File: config.mk
export PLATFORM = sky130hd
export DESIGN_NAME = narrow_reg_bridge
export DESIGN_NICKNAME = d
export VERILOG_FILES = /design/src/rtl/hbb_pkg.sv /design/src/rtl/hbb_lane_map.sv /design/src/rtl/hbb_hs_timer.sv /design/src/rtl/narrow_reg_bridge.sv
export SDC_FILE = /design/constraint.sdc
export NUM_CORES = 1
export LEC_CHECK = 0
export BUFFER_PORTS_ARGS = -buffer_cell sky130_fd_sc_hd__buf_4
export CAP_MARGIN = 20
export CORE_MARGIN = 3
export CORE_UTILIZATION = 42
export DETAILED_ROUTE_END_ITERATION = 10
export GPL_TIMING_DRIVEN = 0
export PLACE_DENSITY = 0.75
export SLEW_MARGIN = 15
export SYNTH_ARGS = -nofsm -noshare
export SYNTH_HDL_FRONTEND = slang
export SYNTH_SLANG_ARGS = --single-unit
File: constraint.sdc
create_clock -name clk -period 2.7 [get_ports clk]
set_input_delay 0 -clock clk [delete_from_list [all_inputs] [get_ports clk]]
set_output_delay 0 -clock clk [all_outputs]
set_load 0.05 [all_outputs]
File: src/rtl/hbb_pkg.sv
`timescale 1ns/1ps
package hbb_pkg;
   typedef enum logic [1:0] {
      HS_EACH  = 2'b00,
      HS_QUAD  = 2'b01,
      HS_NONE  = 2'b10,
      HS_BLIND = 2'b11
   } hs_mode_e;

   typedef enum logic [1:0] {
      ST_ARM  = 2'b00,
      ST_IDLE = 2'b01,
      ST_BUSY = 2'b10
   } cyc_st_e;
endpackage

File: src/rtl/hbb_lane_map.sv
`timescale 1ns/1ps
// Big-endian placement of a narrow piece inside a quadlet, both ways.
module hbb_lane_map #(
   parameter int REG_W = 32,
   parameter int BUS_W = 16
) (
   input  logic             wide,
   input  logic [1:0]       off,
   input  logic [REG_W-1:0] quad_in,
   input  logic [BUS_W-1:0] piece_in,
   output logic [REG_W-1:0] quad_out,
   output logic [BUS_W-1:0] piece_out
);
   localparam int NB = REG_W / 8;

   if (REG_W != 32) begin : g_chk_reg
      $error("hbb_lane_map: REG_W must be 32");
   end
   if (BUS_W != 16) begin : g_chk_bus
      $error("hbb_lane_map: BUS_W must be 16");
   end

   logic [7:0] lane [NB];

   for (genvar b = 0; b < NB; b++) begin : g_byte
      localparam logic [1:0] BI = 2'(b);
      localparam int         LO = REG_W - 8 * (b + 1);
      logic       hit;
      logic [7:0] src;
      assign hit = wide ? (off[1] == BI[1]) : (off == BI);
      assign src = (wide && !BI[0]) ? piece_in[15:8] : piece_in[7:0];
      assign quad_out[LO +: 8] = hit ? src : quad_in[LO +: 8];
      assign lane[b] = quad_in[LO +: 8];
   end

   always_comb begin
      if (wide) begin
         piece_out = off[1] ? {lane[2], lane[3]} : {lane[0], lane[1]};
      end else begin
         piece_out = {8'h00, lane[off]};
      end
   end
endmodule

File: src/rtl/hbb_hs_timer.sv
`timescale 1ns/1ps
// Bus cycle framing and ready latency counter.
module hbb_hs_timer
   import hbb_pkg::*;
#(
   parameter int LAT_FAST = 5,
   parameter int LAT_SLOW = 17
) (
   input  logic clk,
   input  logic rst_n,
   input  logic cs_n,
   input  logic ack_en,
   input  logic slow,
   output logic start,
   output logic done,
   output logic rdy_n
);
   localparam int CNT_W = $clog2(LAT_SLOW + 1);
   localparam logic [CNT_W-1:0] C_FAST = CNT_W'(LAT_FAST);
   localparam logic [CNT_W-1:0] C_SLOW = CNT_W'(LAT_SLOW);

   if (LAT_FAST < 1 || LAT_SLOW < LAT_FAST) begin : g_chk_lat
      $error("hbb_hs_timer: need 1 <= LAT_FAST <= LAT_SLOW");
   end

   cyc_st_e          st;
   logic [CNT_W-1:0] cnt;
   logic             ack_q;

   assign start = (st == ST_IDLE) && !cs_n;
   assign done  = (st == ST_BUSY) && !cs_n && (cnt == CNT_W'(1));

   always_ff @(posedge clk or negedge rst_n) begin
      if (!rst_n) begin
         st    <= ST_ARM;
         cnt   <= '0;
         ack_q <= 1'b0;
         rdy_n <= 1'b1;
      end else begin
         unique case (st)
            ST_ARM: begin
               if (cs_n) begin
                  st    <= ST_IDLE;
                  rdy_n <= 1'b1;
               end
            end
            ST_IDLE: begin
               if (!cs_n) begin
                  st    <= ST_BUSY;
                  cnt   <= slow ? C_SLOW : C_FAST;
                  ack_q <= ack_en;
               end
            end
            ST_BUSY: begin
               if (cs_n) begin
                  st <= ST_IDLE;
               end else if (cnt == CNT_W'(1)) begin
                  st    <= ST_ARM;
                  rdy_n <= !ack_q;
               end else begin
                  cnt <= cnt - CNT_W'(1);
               end
            end
            default: st <= ST_ARM;
         endcase
      end
   end
endmodule

File: src/rtl/narrow_reg_bridge.sv
`timescale 1ns/1ps
module narrow_reg_bridge
   import hbb_pkg::*;
#(
   parameter int ADDR_W   = 9,
   parameter int BUS_W    = 16,
   parameter int REG_W    = 32,
   parameter int LAT_FAST = 5,
   parameter int LAT_SLOW = 17
) (
   input  logic                        clk,
   input  logic                        rst_n,
   input  logic [1:0]                  mode_sel,
   input  logic                        wide_sel,
   input  logic                        cs_n,
   input  logic                        rd_wr_n,
   input  logic [ADDR_W-1:0]           addr,
   input  logic [BUS_W-1:0]            wdata,
   output logic [BUS_W-1:0]            rdata,
   output logic                        rdy_n,
   output logic                        reg_we,
   output logic                        reg_re,
   output logic [ADDR_W-3:0]           reg_addr,
   output logic [REG_W-1:0]            reg_wdata,
   input  logic [REG_W-1:0]            reg_rdata
);
   localparam int RA_W = ADDR_W - 2;

   if (ADDR_W < 3) begin : g_chk_addr
      $error("narrow_reg_bridge: ADDR_W must be at least 3");
   end

   hs_mode_e         mode_q;
   logic             wide_q;
   logic [1:0]       off;
   logic             first_pc;
   logic             last_pc;
   logic             ack_en;
   logic             slow;
   logic             start;
   logic             done;
   logic [REG_W-1:0] hold_q;
   logic [REG_W-1:0] snap_q;
   logic [REG_W-1:0] merged;
   logic [BUS_W-1:0] piece_unused;
   logic [BUS_W-1:0] rd_piece;
   logic [1:0]       off_q;
   logic             rd_q;

   // Policy and width are taken only while reset is held.
   always_ff @(posedge clk) begin
      if (!rst_n) begin
         mode_q <= hs_mode_e'(mode_sel);
         wide_q <= wide_sel;
      end
   end

   assign off      = addr[1:0];
   assign first_pc = wide_q ? !off[1] : (off == 2'd0);
   assign last_pc  = wide_q ?  off[1] : (off == 2'd3);
   assign slow     = rd_wr_n ? first_pc : last_pc;

   always_comb begin
      unique case (mode_q)
         HS_EACH: ack_en = 1'b1;
         HS_QUAD: ack_en = rd_wr_n ? first_pc : last_pc;
         default: ack_en = 1'b0;
      endcase
   end

   hbb_hs_timer #(
      .LAT_FAST (LAT_FAST),
      .LAT_SLOW (LAT_SLOW)
   ) u_timer (
      .clk    (clk),
      .rst_n  (rst_n),
      .cs_n   (cs_n),
      .ack_en (ack_en),
      .slow   (slow),
      .start  (start),
      .done   (done),
      .rdy_n  (rdy_n)
   );

   // Write side: place the incoming piece into the holding quadlet.
   hbb_lane_map #(
      .REG_W (REG_W),
      .BUS_W (BUS_W)
   ) u_wr_map (
      .wide      (wide_q),
      .off       (off),
      .quad_in   (hold_q),
      .piece_in  (wdata),
      .quad_out  (merged),
      .piece_out (piece_unused)
   );

   // Read side: pick the latched piece out of the snapshot.
   hbb_lane_map #(
      .REG_W (REG_W),
      .BUS_W (BUS_W)
   ) u_rd_map (
      .wide      (wide_q),
      .off       (off_q),
      .quad_in   (snap_q),
      .piece_in  ('0),
      .quad_out  (),
      .piece_out (rd_piece)
   );

   assign reg_addr  = addr[ADDR_W-1:2];
   assign reg_wdata = merged;
   assign reg_we    = start && !rd_wr_n && last_pc;
   assign reg_re    = start &&  rd_wr_n && first_pc;

   always_ff @(posedge clk or negedge rst_n) begin
      if (!rst_n) begin
         hold_q <= '0;
         snap_q <= '0;
         off_q  <= '0;
         rd_q   <= 1'b0;
         rdata  <= '0;
      end else begin
         if (start) begin
            off_q <= off;
            rd_q  <= rd_wr_n;
            if (!rd_wr_n) begin
               hold_q <= merged;
            end
         end
         if (reg_re) begin
            snap_q <= reg_rdata;
         end
         if (done && rd_q) begin
            rdata <= rd_piece;
         end
      end
   end

   logic unused_ok;
   assign unused_ok = ^{piece_unused, RA_W[0]};
endmodule

==> results.json, run 1 <==
{
  "ir_drop_v": 0.000533,
  "clk_latency_ns": 0.37,
  "dpl-instance-area_um2": 5770,
  "synthDistinctLibCells": 52,
  "hp-class": "in2reg",
  "grt_pass1_wl_mm": 20.4,
  "setup_viol": 0,
  "min_period_over_period_pct": 91.3,
  "synthTopCellsByArea": "dfrtp_1, mux2_2, mux4_2",
  "rows": 38,
  "initial_core_util_pct": 43.3,
  "antenna_found_initial": 0,
  "power.total_mw": 5.11,
  "crit_buf_inv": 3,
  "gp_congestion": 0.800,
  "rsz0062_at_grt": "no",
  "seq_area_frac_synth_pct": 50.8,
  "critical-path-max-stage-delay_ns": 0.42,
  "p_leak_nw": 2.98,
  "critPathArrivalTime_ns": 2.46,
  "grt_pass1_vias": 3981,
  "multiInputGateArea_um2": 2130,
  "nets": 616,
  "grt.overflow.total": 0,
  "via_per_inst": 5.31,
  "syn_area_um2": 4720,
  "core-area_um2": 10900,
  "max_cap_viol_count": 0,
  "firstDrtPassIters": 4,
  "fin_tns_setup_ns": 0,
  "dp_hpwl_mm": 8.51,
  "yosys.area.top_type": "dfrtp_1",
  "n_antenna_cell": 0,
  "drt_wl_total_mm": 12.5,
  "clk_pin_slew_ns": 0.10,
  "slowest_stage": "dfrtp_1",
  "cp_top_family": "buffers and inverters",
  "ant_nets": 0,
  "layout-drive-gt1-share_pct": 44.3,
  "fin_area_um2": 6480,
  "synthFlopType": "dfrtp_1",
  "drc": 0,
  "cellPowerDensity_nw_per_um2": 789,
  "end_kind": "output pin",
  "slew_headroom_pct": 33.3,
  "period_needed_ns": 2.46,
  "final-max-slew-violation-count": 0,
  "die_area_um2": 12500,
  "startpoint_type": "flip-flop",
  "cts.path.max_buffers": 2,
  "vias": 3689,
  "synth_seq_cells": 95,
  "cts_buffers": 9,
  "path_class": "reg2out",
  "cts_tree": "built",
  "root_buffer": "clkbuf_8",
  "clock_skew_ns": 0.0161,
  "synthCells": 375,
  "synth_top_area_share_pct": 48.3,
  "synth-async-reset-ratio_pct": 96.8,
  "layout_commonest_cell": "buf_4",
  "cp_max_fo": 10,
  "h-tree-depth": 3,
  "tightestPinTransition_ns": 0.997,
  "hold_viol_final": 0,
  "grt_max_degree": 54,
  "area_growth_pct": 37.4,
  "wl_per_cell_um": 17.9,
  "required_ns": 2.70,
  "syn_avg_cell_area_um2": 12.6,
  "status": "complete, no violations",
  "numPortBuffers": 113,
  "grt_use_total_pct": 20.3,
  "cts_sinks": 95,
  "synth_edf_count": 3,
  "nFillCells": 870,
  "drt_iter0_markers": 195,
  "final_cell_mix": "buf_4, dfrtp_1, mux2_2",
  "synthesis.nets": 441,
  "yosysWarningCount": 0,
  "io_pins": 122,
  "die_w_um": 112,
  "regArea_um2": 2390,
  "fmax_mhz": 406,
  "die_y_um": 112,
  "path_cells": "nor2b_1 -> nor2b_2 -> and3_1 -> clkbuf_1 -> buf_2 -> buf_4"
}
-- stage by stage --
| step | util (%) | std cells | hold WS (ns) | setup slack (ns) |
|---|---|---|---|---|
| 3_5_place_dp | 53.0 | 629 | 0.0174 | 0.247 |
| 6_report | 59.5 | 695 | 0.0310 | 0.236 |
| 3_3_place_gp | 52.7 | 628 | 0.187 | 0.284 |
| 5_1_grt | 59.5 | 695 | 0.0547 | 0.0812 |
| 2_1_floorplan | - | 375 | -0.296 | 0.480 |
| 4_1_cts | 59.4 | 694 | 0.0200 | 0.0811 |
-- logic make-up (layout without fill, tap and decap cells) --
family	count (synthesis)	after routing	synth area share, %
muxes	108	108	27.6
DFF	95	95	50.8
and+or+nand+nor	67	67	7.48
AOI/OAI and AO/OA	64	64	9.05
buffers and inverters	37	217	4.24
adders and majority gates	2	2	0.531
xor gates and xnor gates	2	2	0.372
-- cell usage after synthesis (2+ instances only) --
| library cell | n |
|---|---|
| nor2_1 | 24 |
| nand2_1 | 17 |
| buf_4 | 7 |
| dfrtp_1 | 91 |
| a221o_1 | 8 |
| mux2_2 | 79 |
| buf_1 | 3 |
| buf_2 | 5 |
| nor2b_1 | 2 |
| inv_1 | 7 |
| clkbuf_1 | 11 |
| o21ai_0 | 5 |
| nand2b_1 | 3 |
| o31ai_1 | 8 |
| ha_1 | 2 |
| mux2i_1 | 17 |
| mux2_4 | 4 |
| o32a_1 | 2 |
| mux4_2 | 8 |
| nand3b_1 | 9 |
| a21oi_1 | 29 |
| edfxtp_1 | 3 |
| o21ai_1 | 2 |
-- area by class of cell --
class | instances | share of cell area [%]
buffer | 29 | 2.65
clock buffer | 12 | 2.72
clock inverter | 4 | 0.521
inverter | 8 | 0.463
multi-input combinational | 243 | 32.8
sequential | 95 | 36.9
tap | 140 | 2.70
timing repair buffer | 164 | 21.2
-- worst min-delay path: cells and delay by family --
kind | cells | cell delay [ns]
buf+inv | 1 | 0.09
mux | 1 | 0.12
compound gates | 1 | 0.16
-- path summary, 6_finish.rpt --
| kind | startpoint | endpoint | slack [ns] | cells past startpoint |
|---|---|---|---|---|
| max in group asynchronous | rst_n | u_timer.rdy_n$_DFFE_PN1P_ | 1.88 | 3 |
| max reg2reg | u_timer.cnt[1]$_DFFE_PN0P_ | rdata[7]$_DFFE_PN0P_ | 0.32 | 7 |
| max | u_timer.st[0]$_DFFE_PN0P_ | reg_re | 0.24 | 6 |
| min | wdata[13] | hold_q[29]$_DFFE_PN0P_ | 0.03 | 3 |
| min in group asynchronous | rst_n | rdata[1]$_DFFE_PN0P_ | 0.15 | 2 |
| min reg2reg | rd_q$_DFFE_PN0N_ | rd_q$_DFFE_PN0N_ | 0.50 | 1 |
-- layer usage --
layer | share of wire, % | vias up | track usage [%] | routed length, um
li1 | - | 1718 | - | -
met1 | 41 | 1815 | 25.0 | 5150
met2 | 49 | 138 | 34.8 | 6140
met3 | 7.6 | 18 | 6.30 | 943
met4 | 1.7 | 0 | 5.45 | 217
met5 | 0 | - | 0 | 0
-- report_power, final --
part / switching (mW) / internal [mW]
clock: 0.522 / 0.449
sequential: 0.250 / 1.83
combinational: 1.16 / 0.903
total: 1.94 / 3.18
-- registers in the layout (all words and copies together) (netlist names) --
| register | count |
|---|---|
| off_q | 2 |
| u_timer.cnt | 5 |
| u_timer.rdy_n | 1 |
| wide_q | 1 |
| rd_q | 1 |
| u_timer.st | 2 |
| rdata | 16 |
| mode_q | 2 |
| hold_q | 32 |
| u_timer.ack_q | 1 |
| snap_q | 32 |
-- timing repair --
| item | 4_1_cts | 5_1_grt |
|---|---|---|
| hold endpoints to repair | 96 | 0 |
| resized for setup | 0 | 4 |
| buffers inserted | 0 | 0 |
| hold buffers | 49 | 0 |
| endpoints found under the setup margin | 0 | 4 |
Power figures use the tool's default switching activity.
==> inputs of run 2 (changes only) <==
PLACE_DENSITY = 0.64   (was 0.75)
==> run 2 against run 1 <==
Against the previous run:
- first-iteration DRC count is 17% lower
- worst setup slack got worse by 0.11 ns
- combinational power is essentially flat
- register-to-register slack worse by 0.03 ns
- largest cell class unchanged
- fmax fell by 4.3%
- non-clock buffer count down 2
- global-route usage shrank 0.29 points
==> results.json, run 2 (synthesized netlist as in run 1, its figures left out) <==
{
  "status": "complete, no violations",
  "period_needed_ns": 2.58,
  "h-tree-depth": 3,
  "vias": 3595,
  "p_leak_nw": 2.96,
  "grt_max_degree": 94,
  "path_cells": "clkbuf_1 -> o21ai_1 -> mux2_2 -> buf_4",
  "grt_pass1_vias": 3757,
  "hp-class": "in2reg",
  "required_ns": 2.70,
  "n_antenna_cell": 0,
  "dp_hpwl_mm": 8.15,
  "nFillCells": 866,
  "critPathArrivalTime_ns": 2.58,
  "grt_pass1_wl_mm": 19.8,
  "whs_ns": 0.00989,
  "gp_congestion": 0.776,
  "area_growth_pct": 36.5,
  "drt_iter0_markers": 161,
  "rsz0062_at_grt": "no",
  "numPortBuffers": 113,
  "die_y_um": 112,
  "cts_buffers": 9,
  "cts.path.max_buffers": 2,
  "antenna_found_initial": 0,
  "final_cell_mix": "buf_4, dfrtp_1, mux2_2",
  "die_w_um": 112,
  "fin_area_um2": 6440,
  "cts_tree": "built",
  "slowest_stage": "o21ai_1",
  "core-area_um2": 10900,
  "final-max-slew-violation-count": 0,
  "top_regs": "hold_q (32), snap_q (32), rdata (16)",
  "nets": 614,
  "cts_sinks": 95,
  "fin_tns_setup_ns": 0,
  "setup_viol": 0,
  "io_pins": 122,
  "layout-drive-gt1-share_pct": 44.1,
  "root_buffer": "clkbuf_8",
  "cp_max_fo": 10,
  "grtUsageMet1_pct": 27.2,
  "regArea_um2": 2390,
  "grt_use_total_pct": 20.0,
  "ir_drop_v": 0.000420,
  "critical-path-max-stage-delay_ns": 0.87,
  "drt_wl_total_mm": 12.3,
  "initial_core_util_pct": 43.3,
  "use_met2_pct": 31.7,
  "grt.overflow.total": 0,
  "dpl-instance-area_um2": 5740,
  "clk_latency_ns": 0.37,
  "cellPowerDensity_nw_per_um2": 793,
  "tightestPinTransition_ns": 1.02,
  "wl_per_cell_um": 17.7,
  "path_class": "reg2out",
  "firstDrtPassIters": 4,
  "drc": 0,
  "hold_viol_final": 0,
  "min_period_over_period_pct": 95.4,
  "layout_commonest_cell": "buf_4",
  "clock_skew_ns": 0.0135,
  "r2r_setup_slack_ns": 0.29,
  "rows": 38,
  "max_cap_viol_count": 0,
  "startpoint_type": "flip-flop",
  "grt.met3_usage_pct": 5.22,
  "ant_nets": 0,
  "slew_headroom_pct": 31.3,
  "die_area_um2": 12500,
  "fmax_mhz": 388,
  "clk_pin_slew_ns": 0.11,
  "via_per_inst": 5.19,
  "multiInputGateArea_um2": 2120,
  "end_kind": "output pin",
  "grt-busiest-layer": "met2"
}
-- run 2: where the power goes --
part	switching [mW]	internal (mW)
clock	0.566	0.413
combinational	1.16	0.898
sequential	0.244	1.83
total	1.97	3.14
-- run 2: critical path, delay by kind of cell, from the launching register on --
family / cells / cell delay, ns
compound gates: 1 / 0.87
flops: 1 / 0.44
mux: 1 / 0.43
buf+inv: 2 / 0.46
-- run 2: path summary, 6_finish.rpt --
kind	start	end	cells past startpoint
setup reg to reg	wide_q$_DFFE_PN_	snap_q[17]$_DFFE_PN0P_	6
hold / removal	wdata[9]	hold_q[25]$_DFFE_PN0P_	3
max in group asynchronous	rst_n	snap_q[15]$_DFFE_PN0P_	2
min in group asynchronous	rst_n	u_timer.cnt[0]$_DFFE_PN0P_	2
hold reg to reg	rd_q$_DFFE_PN0N_	rd_q$_DFFE_PN0N_	1
setup / recovery	wide_q$_DFFE_PN_	reg_wdata[16]	4
-- run 2: cell type report --
type / count / area share [%]
plain buffers: 29 / 2.66
clock inverters: 6 / 0.875
flip-flops and latches: 95 / 37.2
clock buffers: 10 / 2.31
repair buffers: 162 / 20.8
inverters: 8 / 0.466
well taps: 140 / 2.72
multi-input cells: 243 / 33.0
-- run 2: timing repair --
action | in CTS | in global routing
setup endpoints to repair | 0 | 2
endpoints found under the hold margin | 146 | 0
buffers inserted | 0 | 0
gates resized for setup | 0 | 3
hold buffers | 48 | 0
-- run 2: metal layers --
| metal | share of wire (%) | wire [um] | vias up |
|---|---|---|---|
| met5 | 0 | 0 | - |
| met4 | 1.3 | 160 | 0 |
| met3 | 6.6 | 804 | 18 |
| met2 | 47 | 5740 | 123 |
| met1 | 45 | 5560 | 1743 |
| li1 | - | - | 1711 |
-- run 2: metrics by stage --
stage	total power, mW	util [%]	std cells	setup slack [ns]
2_1_floorplan	3.52	-	375	0.480
3_3_place_gp	4.04	52.7	628	0.321
5_1_grt	5.39	59.1	693	0.0114
4_1_cts	5.13	59.0	692	0.0952
3_5_place_dp	4.09	52.7	628	0.311
6_report	5.10	59.1	693	0.125
